[config.mk]
export PLATFORM = sky130hd
export DESIGN_NAME = ofd_top
export DESIGN_NICKNAME = d
export VERILOG_FILES = /design/src/rtl/ofd_pkg.sv /design/src/rtl/ofd_leg_monitor.sv /design/src/rtl/ofd_fault_latch.sv /design/src/rtl/ofd_gate_mask.sv /design/src/rtl/ofd_top.sv
export SDC_FILE = /design/constraint.sdc
export NUM_CORES = 1
export LEC_CHECK = 0
export BUFFER_PORTS_ARGS = -buffer_cell sky130_fd_sc_hd__buf_2
export CORE_MARGIN = 4
export CORE_UTILIZATION = 30
export CTS_CLUSTER_SIZE = 30
export DETAILED_ROUTE_END_ITERATION = 10
export HOLD_SLACK_MARGIN = 0.08
export PLACE_DENSITY_LB_ADDON = 0.1
export SYNTH_ARGS = -nofsm -noshare
export SYNTH_HDL_FRONTEND = slang
export SYNTH_SLANG_ARGS = --single-unit
[constraint.sdc]
create_clock -name clk_i -period 2.2 [get_ports clk_i]
set_clock_uncertainty 0.05 [all_clocks]
set_input_delay 0.22 -clock clk_i [delete_from_list [all_inputs] [get_ports clk_i]]
set_output_delay 0.22 -clock clk_i [all_outputs]
set_load 0.03 [all_outputs]
[src/rtl/ofd_pkg.sv]
package ofd_pkg;
  localparam int unsigned LEGS_DEF      = 6;
  localparam int unsigned DATA_W_DEF    = 12;
  localparam int unsigned CNT_LIMIT_DEF = 30;
endpackage

[src/rtl/ofd_leg_monitor.sv]
module ofd_leg_monitor #(
  parameter int unsigned DATA_W    = 12,
  parameter int unsigned CNT_LIMIT = 30,
  localparam int unsigned CNT_W    = $clog2(CNT_LIMIT + 1)
) (
  input  logic              clk_i,
  input  logic              rst_ni,
  input  logic              clr_i,
  input  logic              sample_i,
  input  logic [DATA_W-1:0] vdc_i,
  input  logic [DATA_W-1:0] vpole_i,
  input  logic              gate_hi_i,
  output logic              hit_o
);
  logic [DATA_W-1:0] est, err;
  logic              over;
  logic [CNT_W-1:0]  cnt_q;

  assign est  = gate_hi_i ? vdc_i : '0;
  assign err  = (vpole_i >= est) ? (vpole_i - est) : (est - vpole_i);
  assign over = err > (vdc_i >> 1);

  always_ff @(posedge clk_i or negedge rst_ni) begin
    if (!rst_ni)       cnt_q <= '0;
    else if (clr_i)    cnt_q <= '0;
    else if (sample_i) begin
      if (!over)                            cnt_q <= '0;
      else if (cnt_q != CNT_W'(CNT_LIMIT))  cnt_q <= cnt_q + 1'b1;
    end
  end

  // one pulse as the count crosses into the limit
  assign hit_o = sample_i && over && (cnt_q == CNT_W'(CNT_LIMIT - 1));


  cnt_bound_chk: assert property (@(posedge clk_i) disable iff (!rst_ni)
    cnt_q <= CNT_W'(CNT_LIMIT));

  cnt_restart_chk: assert property (@(posedge clk_i) disable iff (!rst_ni)
    (sample_i && !over) |=> (cnt_q == '0));

  cnt_hold_chk: assert property (@(posedge clk_i) disable iff (!rst_ni)
    (!sample_i && !clr_i) |=> $stable(cnt_q));
endmodule

[src/rtl/ofd_fault_latch.sv]
module ofd_fault_latch #(
  parameter int unsigned LEGS  = 6,
  localparam int unsigned IDX_W = $clog2(LEGS)
) (
  input  logic             clk_i,
  input  logic             rst_ni,
  input  logic             clr_i,
  input  logic [LEGS-1:0]  hit_i,
  output logic             fault_o,
  output logic [IDX_W-1:0] leg_o
);
  logic [IDX_W-1:0] pick;

  always_comb begin
    pick = '0;
    for (int i = LEGS - 1; i >= 0; i--)
      if (hit_i[i]) pick = IDX_W'(i);
  end

  always_ff @(posedge clk_i or negedge rst_ni) begin
    if (!rst_ni) begin
      fault_o <= 1'b0;
      leg_o   <= '0;
    end else if (clr_i) begin
      fault_o <= 1'b0;
      leg_o   <= '0;
    end else if (!fault_o && |hit_i) begin
      fault_o <= 1'b1;
      leg_o   <= pick;
    end
  end


  fault_cause_chk: assert property (@(posedge clk_i) disable iff (!rst_ni)
    $rose(fault_o) |-> $past(|hit_i));

  leg_hold_chk: assert property (@(posedge clk_i) disable iff (!rst_ni)
    (fault_o && !clr_i) |=> (fault_o && $stable(leg_o)));

  clear_chk: assert property (@(posedge clk_i) disable iff (!rst_ni)
    clr_i |=> !fault_o);
endmodule

[src/rtl/ofd_gate_mask.sv]
module ofd_gate_mask #(
  parameter int unsigned LEGS  = 6,
  localparam int unsigned HALF  = LEGS / 2,
  localparam int unsigned IDX_W = $clog2(LEGS)
) (
  input  logic             fault_i,
  input  logic [IDX_W-1:0] leg_i,
  input  logic [LEGS-1:0]  gate_hi_i,
  input  logic [LEGS-1:0]  gate_lo_i,
  output logic [LEGS-1:0]  gate_hi_o,
  output logic [LEGS-1:0]  gate_lo_o,
  output logic [HALF-1:0]  reconf_o
);
  for (genvar i = 0; i < LEGS; i++) begin : g_leg
    logic kill;
    assign kill         = fault_i && (leg_i == IDX_W'(i));
    assign gate_hi_o[i] = gate_hi_i[i] && !kill;
    assign gate_lo_o[i] = gate_lo_i[i] && !kill;
  end

  for (genvar j = 0; j < HALF; j++) begin : g_tie
    assign reconf_o[j] = fault_i &&
      ((leg_i == IDX_W'(j)) || (leg_i == IDX_W'(j + HALF)));
  end
endmodule

[src/rtl/ofd_top.sv]
module ofd_top
  import ofd_pkg::*;
#(
  parameter int unsigned LEGS      = LEGS_DEF,
  parameter int unsigned DATA_W    = DATA_W_DEF,
  parameter int unsigned CNT_LIMIT = CNT_LIMIT_DEF,
  localparam int unsigned HALF     = LEGS / 2,
  localparam int unsigned IDX_W    = $clog2(LEGS)
) (
  input  logic                   clk_i,
  input  logic                   rst_ni,
  input  logic                   maint_clr_i,
  input  logic                   sample_valid_i,
  input  logic [DATA_W-1:0]      vdc_i,
  input  logic [LEGS*DATA_W-1:0] vpole_i,
  input  logic [LEGS-1:0]        gate_hi_i,
  input  logic [LEGS-1:0]        gate_lo_i,
  output logic [LEGS-1:0]        gate_hi_o,
  output logic [LEGS-1:0]        gate_lo_o,
  output logic [HALF-1:0]        reconf_en_o,
  output logic                   fault_o,
  output logic [IDX_W-1:0]       fault_leg_o
);
  logic [LEGS-1:0] hit;

  for (genvar k = 0; k < LEGS; k++) begin : g_mon
    ofd_leg_monitor #(.DATA_W(DATA_W), .CNT_LIMIT(CNT_LIMIT)) u_mon (
      .clk_i     (clk_i),
      .rst_ni    (rst_ni),
      .clr_i     (maint_clr_i),
      .sample_i  (sample_valid_i),
      .vdc_i     (vdc_i),
      .vpole_i   (vpole_i[k*DATA_W +: DATA_W]),
      .gate_hi_i (gate_hi_i[k]),
      .hit_o     (hit[k])
    );
  end

  ofd_fault_latch #(.LEGS(LEGS)) u_latch (
    .clk_i   (clk_i),
    .rst_ni  (rst_ni),
    .clr_i   (maint_clr_i),
    .hit_i   (hit),
    .fault_o (fault_o),
    .leg_o   (fault_leg_o)
  );

  ofd_gate_mask #(.LEGS(LEGS)) u_mask (
    .fault_i   (fault_o),
    .leg_i     (fault_leg_o),
    .gate_hi_i (gate_hi_i),
    .gate_lo_i (gate_lo_i),
    .gate_hi_o (gate_hi_o),
    .gate_lo_o (gate_lo_o),
    .reconf_o  (reconf_en_o)
  );


  gate_off_chk: assert property (@(posedge clk_i) disable iff (!rst_ni)
    fault_o |-> !(gate_hi_o[fault_leg_o] || gate_lo_o[fault_leg_o]));

  tie_one_chk: assert property (@(posedge clk_i) disable iff (!rst_ni)
    fault_o |-> ($countones(reconf_en_o) == 1));

  tie_idle_chk: assert property (@(posedge clk_i) disable iff (!rst_ni)
    !fault_o |-> (reconf_en_o == '0));

  gate_pass_chk: assert property (@(posedge clk_i) disable iff (!rst_ni)
    !fault_o |-> ((gate_hi_o == gate_hi_i) && (gate_lo_o == gate_lo_i)));
endmodule

# Word-level counts from Yosys, hierarchy flattened
# Index checks and enable logic that the tools add are counted.
# totals
wordCells	161
ff_bits	34
output_inout_bits	19
inputBits	100
# op_classes
reduce_logical	54
magnitude_cmp	12
n_addsub	18
n_eq_ne	23
n_mux	46
# op_table
operator	n
$mux 12	12
$sub 12x12->12	12
$mux 5	24
$ge 12x12->1	6
$gt 12x11->1	6
$logic_and 1x1->1	34
$add 5x1->5 const B	6
$eq 5x5->1 const B	6
$ne 5x5->1 const B	6
$mux 3	8
$ne 3x3->1 const B	6
$reduce_and 2->1	6
$logic_not 1->1	7
$eq 3x2->1 const B	2
$eq 3x3->1 const B	2
$reduce_or 6->1	1
$reduce_bool 2->1	2
$eq 3x1->1 const B	1
$logic_not 3->1	1
$logic_or 1x1->1	3
$mux 1	2

# Depth between registers and ports, before layout
# logic_depth
depth_word	14
mapped_depth	27

# Hierarchy
# Synthesis repeated with hierarchy kept, for this count alone.
# unflattened
cells_unflattened	1458
hier_area_um2	11073.1
# by_module_without_submodules
module	area_per_inst_um2	n_inst	cells_each	seq_area_each_um2
ofd_leg_monitor at g_mon[3].u_mon	1851.8	1	248	125.1
ofd_leg_monitor at g_mon[5].u_mon	1841.8	1	240	125.1
ofd_leg_monitor at g_mon[2].u_mon	1801.7	1	236	125.1
ofd_leg_monitor at g_mon[1].u_mon	1764.2	1	239	125.1
ofd_leg_monitor at g_mon[4].u_mon	1736.7	1	227	125.1
ofd_leg_monitor at g_mon[0].u_mon	1662.8	1	221	125.1
ofd_fault_latch	226.5	1	22	100.1
ofd_gate_mask	187.7	1	25	0.0

# Worst setup path after synthesis
# No wires, ideal clock.
# synth_path
path_type	input-to-reg
from	in gate_hi_i[0]
to	reg u_latch.leg_o[0]
n_path_buf	1
setup_ps	119
path_stages	27
arrival_ps	4845
path_slack_ps	-2814
required_ps	2031
cell_sequence	buf_1 nand2_1 inv_1 ha_1 inv_1 fa_1 nand3_1 a311oi_1 a21oi_1 nand2_1 or3_1 o311ai_1 nand2_1 a22o_1 a221o_1 xnor2_1 ha_1 a2111oi_0 o21ai_0 o211ai_1 a32o_1 nand2b_1 o211ai_1 a21bo_1 nor4_4 nor3_2 o21a_1
# synth_via
elab_chain_cells	9
word_cells_on_any_way	14
classes_between	2 x add/sub; 2 x order compare; 5 x mux; 5 x reduce/logical
# synth_rtl
element	line	rtl
start: declaration	ofd_top.sv:16	input logic [LEGS-1:0] gate_hi_i,
$mux 12 (*)	ofd_leg_monitor.sv:19	assign est = gate_hi_i ? vdc_i : '0;
$sub 12x12->12 / $ge 12x12->1 (equally long branches)	ofd_leg_monitor.sv:20	assign err = (vpole_i >= est) ? (vpole_i - est) : (est - vpole_i);
$mux 12 (*)	ofd_leg_monitor.sv:20	
$gt 12x11->1 (*)	ofd_leg_monitor.sv:21	assign over = err > (vdc_i >> 1);
$logic_and 1x1->1 (*) (2 in series)	ofd_leg_monitor.sv:33	assign hit_o = sample_i && over && (cnt_q == CNT_W'(CNT_LIMIT - 1));
$reduce_or 6->1 / $mux 3 (equally long branches)	ofd_fault_latch.sv:27, ofd_fault_latch.sv:17	
$logic_and 1x1->1 / $mux 3 (equally long branches)	ofd_fault_latch.sv:27	end else if (!fault_o && |hit_i) begin
$reduce_bool 2->1 (no line) / $mux 3 (equally long branches)	n/a	
end signal: assignment	ofd_fault_latch.sv:29	leg_o <= pick;
end: declaration	ofd_fault_latch.sv:10	output logic [IDX_W-1:0] leg_o
# Mark *: on every way between the ends. The rest lies on a longest branch, timed or not. The select of a mux whose other input is x is not followed.
# A chain may end at the register's enable or synchronous reset.

# Worst setup path after layout
# layout_path
from	in vdc_i[0]
to	reg u_latch.leg_o[0]
# layout_via
elab_chain_cells	14
word_cells_on_any_way	59
classes_between	12 x add/sub; 12 x order compare; 20 x mux; 15 x reduce/logical
# layout_rtl
element	line	rtl
start: declaration	ofd_top.sv:14	input logic [DATA_W-1:0] vdc_i,
$mux 12	ofd_leg_monitor.sv:19	
$sub 12x12->12 / $ge 12x12->1 (equally long branches)	ofd_leg_monitor.sv:20	
$mux 12	ofd_leg_monitor.sv:20	
$gt 12x11->1	ofd_leg_monitor.sv:21	
$logic_and 1x1->1 (2 in series)	ofd_leg_monitor.sv:33	
$mux 3 (6 in series)	ofd_fault_latch.sv:17	if (hit_i[i]) pick = IDX_W'(i);
$mux 3	ofd_fault_latch.sv:27	
$mux 3	ofd_fault_latch.sv:24	end else if (clr_i) begin
# Several ways; a longest one is shown, not always the timed one. The select of a mux whose other input is x is not followed.

==> results.md <==
* Status: finished with violations
* Failing checks: setup timing
* Cell Int Power at just under 4 mW
* Area grow syn2layout at 62.2%
* Post-route minimum period at 4.57 ns
* Peak per-stage delay on the critical path at ~0.34 ns
* Req. time, crit path at ~2.3 ns
* PD cells at between 400 and 500 nW/um2
* Post-synth ARST share at 1.00
* GR Util met1 at 0.293
* Max-slew violations at 0
* First-pass GRT wire length at roughly 64000 um
* Die Y at between 150 and 200 um
* Site row count at 68
* ANT nets after route at 0
* Syn avg cell area at around 7.4 um2
* Clock-pin slew on the worst setup and hold paths at approximately 0.050 ns
* Post-DR wirelength/cell at 16.5 um
* Main flop type after synthesis: dfrtp_1
* Met3 Use GR at 0.0117
* Part of the Yosys area used for sequential elements at 0.0806
* Start point of the worst min-delay path: maint_clr_i
* IO Count at between 100 and 150
* Routability cong. at around 0.90
* Post-route setup slack at -2.37 ns
* CTS tree: built
* Grt peak-use layer: met2
* Die X at 196 um
* #FFs+latches synth at 34
* Worst Reg-to-Reg Cells at 8
* Clock Tree Buf Depth at 2
* MaxCap Viol Count at 0
* CTS sink count at 34
* Syn_nets at ~1800
* Capture point of the worst reg-to-reg path: u_latch.leg_o[0]$_DFFE_PN0P_
* Crit. End Element: register
* Initial antenna violation count at 0
* Vias in the first global route at between 10000 and 15000
* Netlist cell types at 85
* DRT iter0 DRCs at 427
* Layout cell share with drive strength beyond 1 at 0.438
* CP Max Fanout at 7
* Combinational share of power at 0.791
* Synth area leader: ha_1
* CP Class: primary input to register
* Syn Inst Count at between 1000 and 1500
* Initial Utilization at 0.305
* Full die area at ~38000 um2
* Reg2reg start: g_mon[2].u_mon.cnt_q[3]$_DFFE_PN0P_
* Hold depth at 2
* Yosys top cell area share at 0.263
* Worst-Margin Slew at between 0.8 and 0.9 ns
* VDD IR max at roughly 0.00029 V
* DPL Wire Length at ~34000 um
* Htree depth at 2
* Hold Crit Class: primary input to register
* Routed vias/inst at just under 5
* Fin. Hold Viols at 0
* Antenna Cells at 0
* Router iterations before antenna repair at 5
* RSZ-0062 raised after global routing: true
* # DRC at 0
* Synth area leaders: ha_1 26%, dfrtp_1 8.1%, inv_1 7.0%
* Flop2flop setup slack at approximately 0.19 ns
* Num CTS Buffers at 5
* Syn Std Cell Area at between 10000 and 15000 um2
* Non-filler cells in the finished layout at around 2500
* Setup-failing EPs final at 34
* Sequential Power Share at 0.107
* Crit path top cell by count: o21ai_1
* Clk pwr share at 0.102
* Clock root buffer: clkbuf_16
* Via Count at 12200
* Tcrit/Tclk final at 2.08
* CP max-delay cell: nor4_4
* GR Overflow Total at 0
* Most common cell in the synthesized netlist: ha_1
* WHS Endpoint: g_mon[5].u_mon.cnt_q[0]$_DFFE_PN0P_
* Leak at between 8 and 9 nW
* CP arrival at around 4.7 ns
* Yosys Warn Count at 0
* Net Sw Frac at 0.431
* Post-Route WL at 40700 um
* Met2 usage in global routing at 0.354
* Commonest cells post-synth: 222 x ha_1, 198 x inv_1, 139 x nand2_1, 128 x a21oi_1, 64 x nor2_1
* Nets@finish at roughly 2300
* # port buffers at ~120
* Worst-Skew Late Latency at 0.28 ns
* Setup TNS at -69.93 ns
* Max Freq at ~0.22 GHz
* Slew margin rel. at 0.456
* Number of synthesized flops with an enable pin at 0
* Startpoint types: primary input
* Net Sw Power at 2.96 mW
* Dpl cells at ~2400
* Pin count of the biggest net entering global routing at 35
* Core footprint at 34600 um2
* Total track usage at 0.206
repair_timing:
item | CTS | global route
pin swaps | 98 | 52
hold buffers | 1 | 0
gates cloned | 1 | 0
gates resized for setup | 152 | 67
endpoints found under the setup margin | 34 | 34
hold endpoints to repair | 34 | 0
setup buffers | 40 | 16
worst max-delay path by stage:
stage / slack [ns] / from / endpoint
final: -2.37 / vdc_i[0] / u_latch.leg_o[0]$_DFFE_PN0P_
after global routing: -2.62 / gate_hi_i[0] / u_latch.leg_o[0]$_DFFE_PN0P_
after CTS: -2.33 / gate_hi_i[3] / u_latch.leg_o[0]$_DFFE_PN0P_
after detailed placement: -3.01 / vdc_i[0] / u_latch.leg_o[0]$_DFFE_PN0P_
after global placement: -2.87 / vdc_i[0] / u_latch.leg_o[0]$_DFFE_PN0P_
after floorplan: -2.42 / gate_hi_i[0] / u_latch.leg_o[0]$_DFFE_PN0P_
layout make-up:
cell class              count  area [um2]
clock inverters             1        5.00
flip-flops and latches     34         851
well taps                 455         569
clock buffers               7         143
fillers                  3488       17500
inverters                 199         752
multi-input cells        1136        9960
repair buffers            639        4840
placed cells by master, fill, tap and decap left out, types with 21 or more instances in the layout:
cell and instances:
buf_4 490, nor2_1 57, buf_6 27, a21o_1 50, o21ai_1 26, nand2_1 112, o21ai_0 33, ha_1 187
o21a_1 21, dfrtp_1 34, ha_4 30, a21oi_2 35, buf_2 104, a21oi_1 94, mux2i_1 31, nand4_1 29
xnor2_1 33, inv_1 178, nand3_1 28
critical path, delay by kind of cell:
| kind | cells | cell delay, ns |
|---|---|---|
| fa+ha+maj | 3 | 0.74 |
| xor+xnor | 1 | 0.13 |
| simple gates | 5 | 0.79 |
| mux | 1 | 0.22 |
| buf+inv | 5 | 0.45 |
| compound gates | 12 | 2.09 |
power groups by stage:
stage | logic [mW] | clock network [mW] | registers, mW
finish | 5.42 | 0.703 | 0.730
global placement | 4.68 | 0 | 0.740
global route | 5.98 | 0.750 | 0.739
floorplan | 2.82 | 0 | 0.727
detailed placement | 4.71 | 0 | 0.741
CTS | 5.16 | 0.721 | 0.730
metal layers:
layer,vias up,wire [um]
met1,5719,19800
met5,-,0
met4,0,420
met3,30,1260
met2,203,19200
li1,6221,-
cells by family (layout without fill, tap and decap cells):
| family | Yosys count | count (layout) | share of synthesized area |
|---|---|---|---|
| buffers and inverters | 253 | 846 | 0.0944 |
| multiplexers | 53 | 53 | 0.0529 |
| adder cells (fa/ha/maj) | 234 | 234 | 0.286 |
| AND/OR/NAND/NOR | 365 | 365 | 0.170 |
| XOR/XNOR | 56 | 56 | 0.0465 |
| flip-flops | 34 | 34 | 0.0806 |
| AO/OA/AOI/OAI | 428 | 428 | 0.269 |
sequential cells by signal (all words and copies together), names as in the netlist:
name	flops
g_mon.u_mon.cnt_q	30
u_latch.fault_o	1
u_latch.leg_o	3
stage by stage:
step | worst slack (ns) | util | power [mW] | hold WS [ns] | instance area [um2]
CTS | -2.33 | 0.480 | 6.61 | 0.227 | 16600
global placement | -2.87 | 0.447 | 5.42 | 0.315 | 15500
global route | -2.62 | 0.494 | 7.47 | 0.257 | 17100
finish | -2.37 | 0.494 | 6.86 | 0.219 | 17100
detailed placement | -3.01 | 0.447 | 5.45 | 0.314 | 15500
floorplan | -2.42 | - | 3.55 | -0.126 | 11200
(Power assumes the default switching activity.)
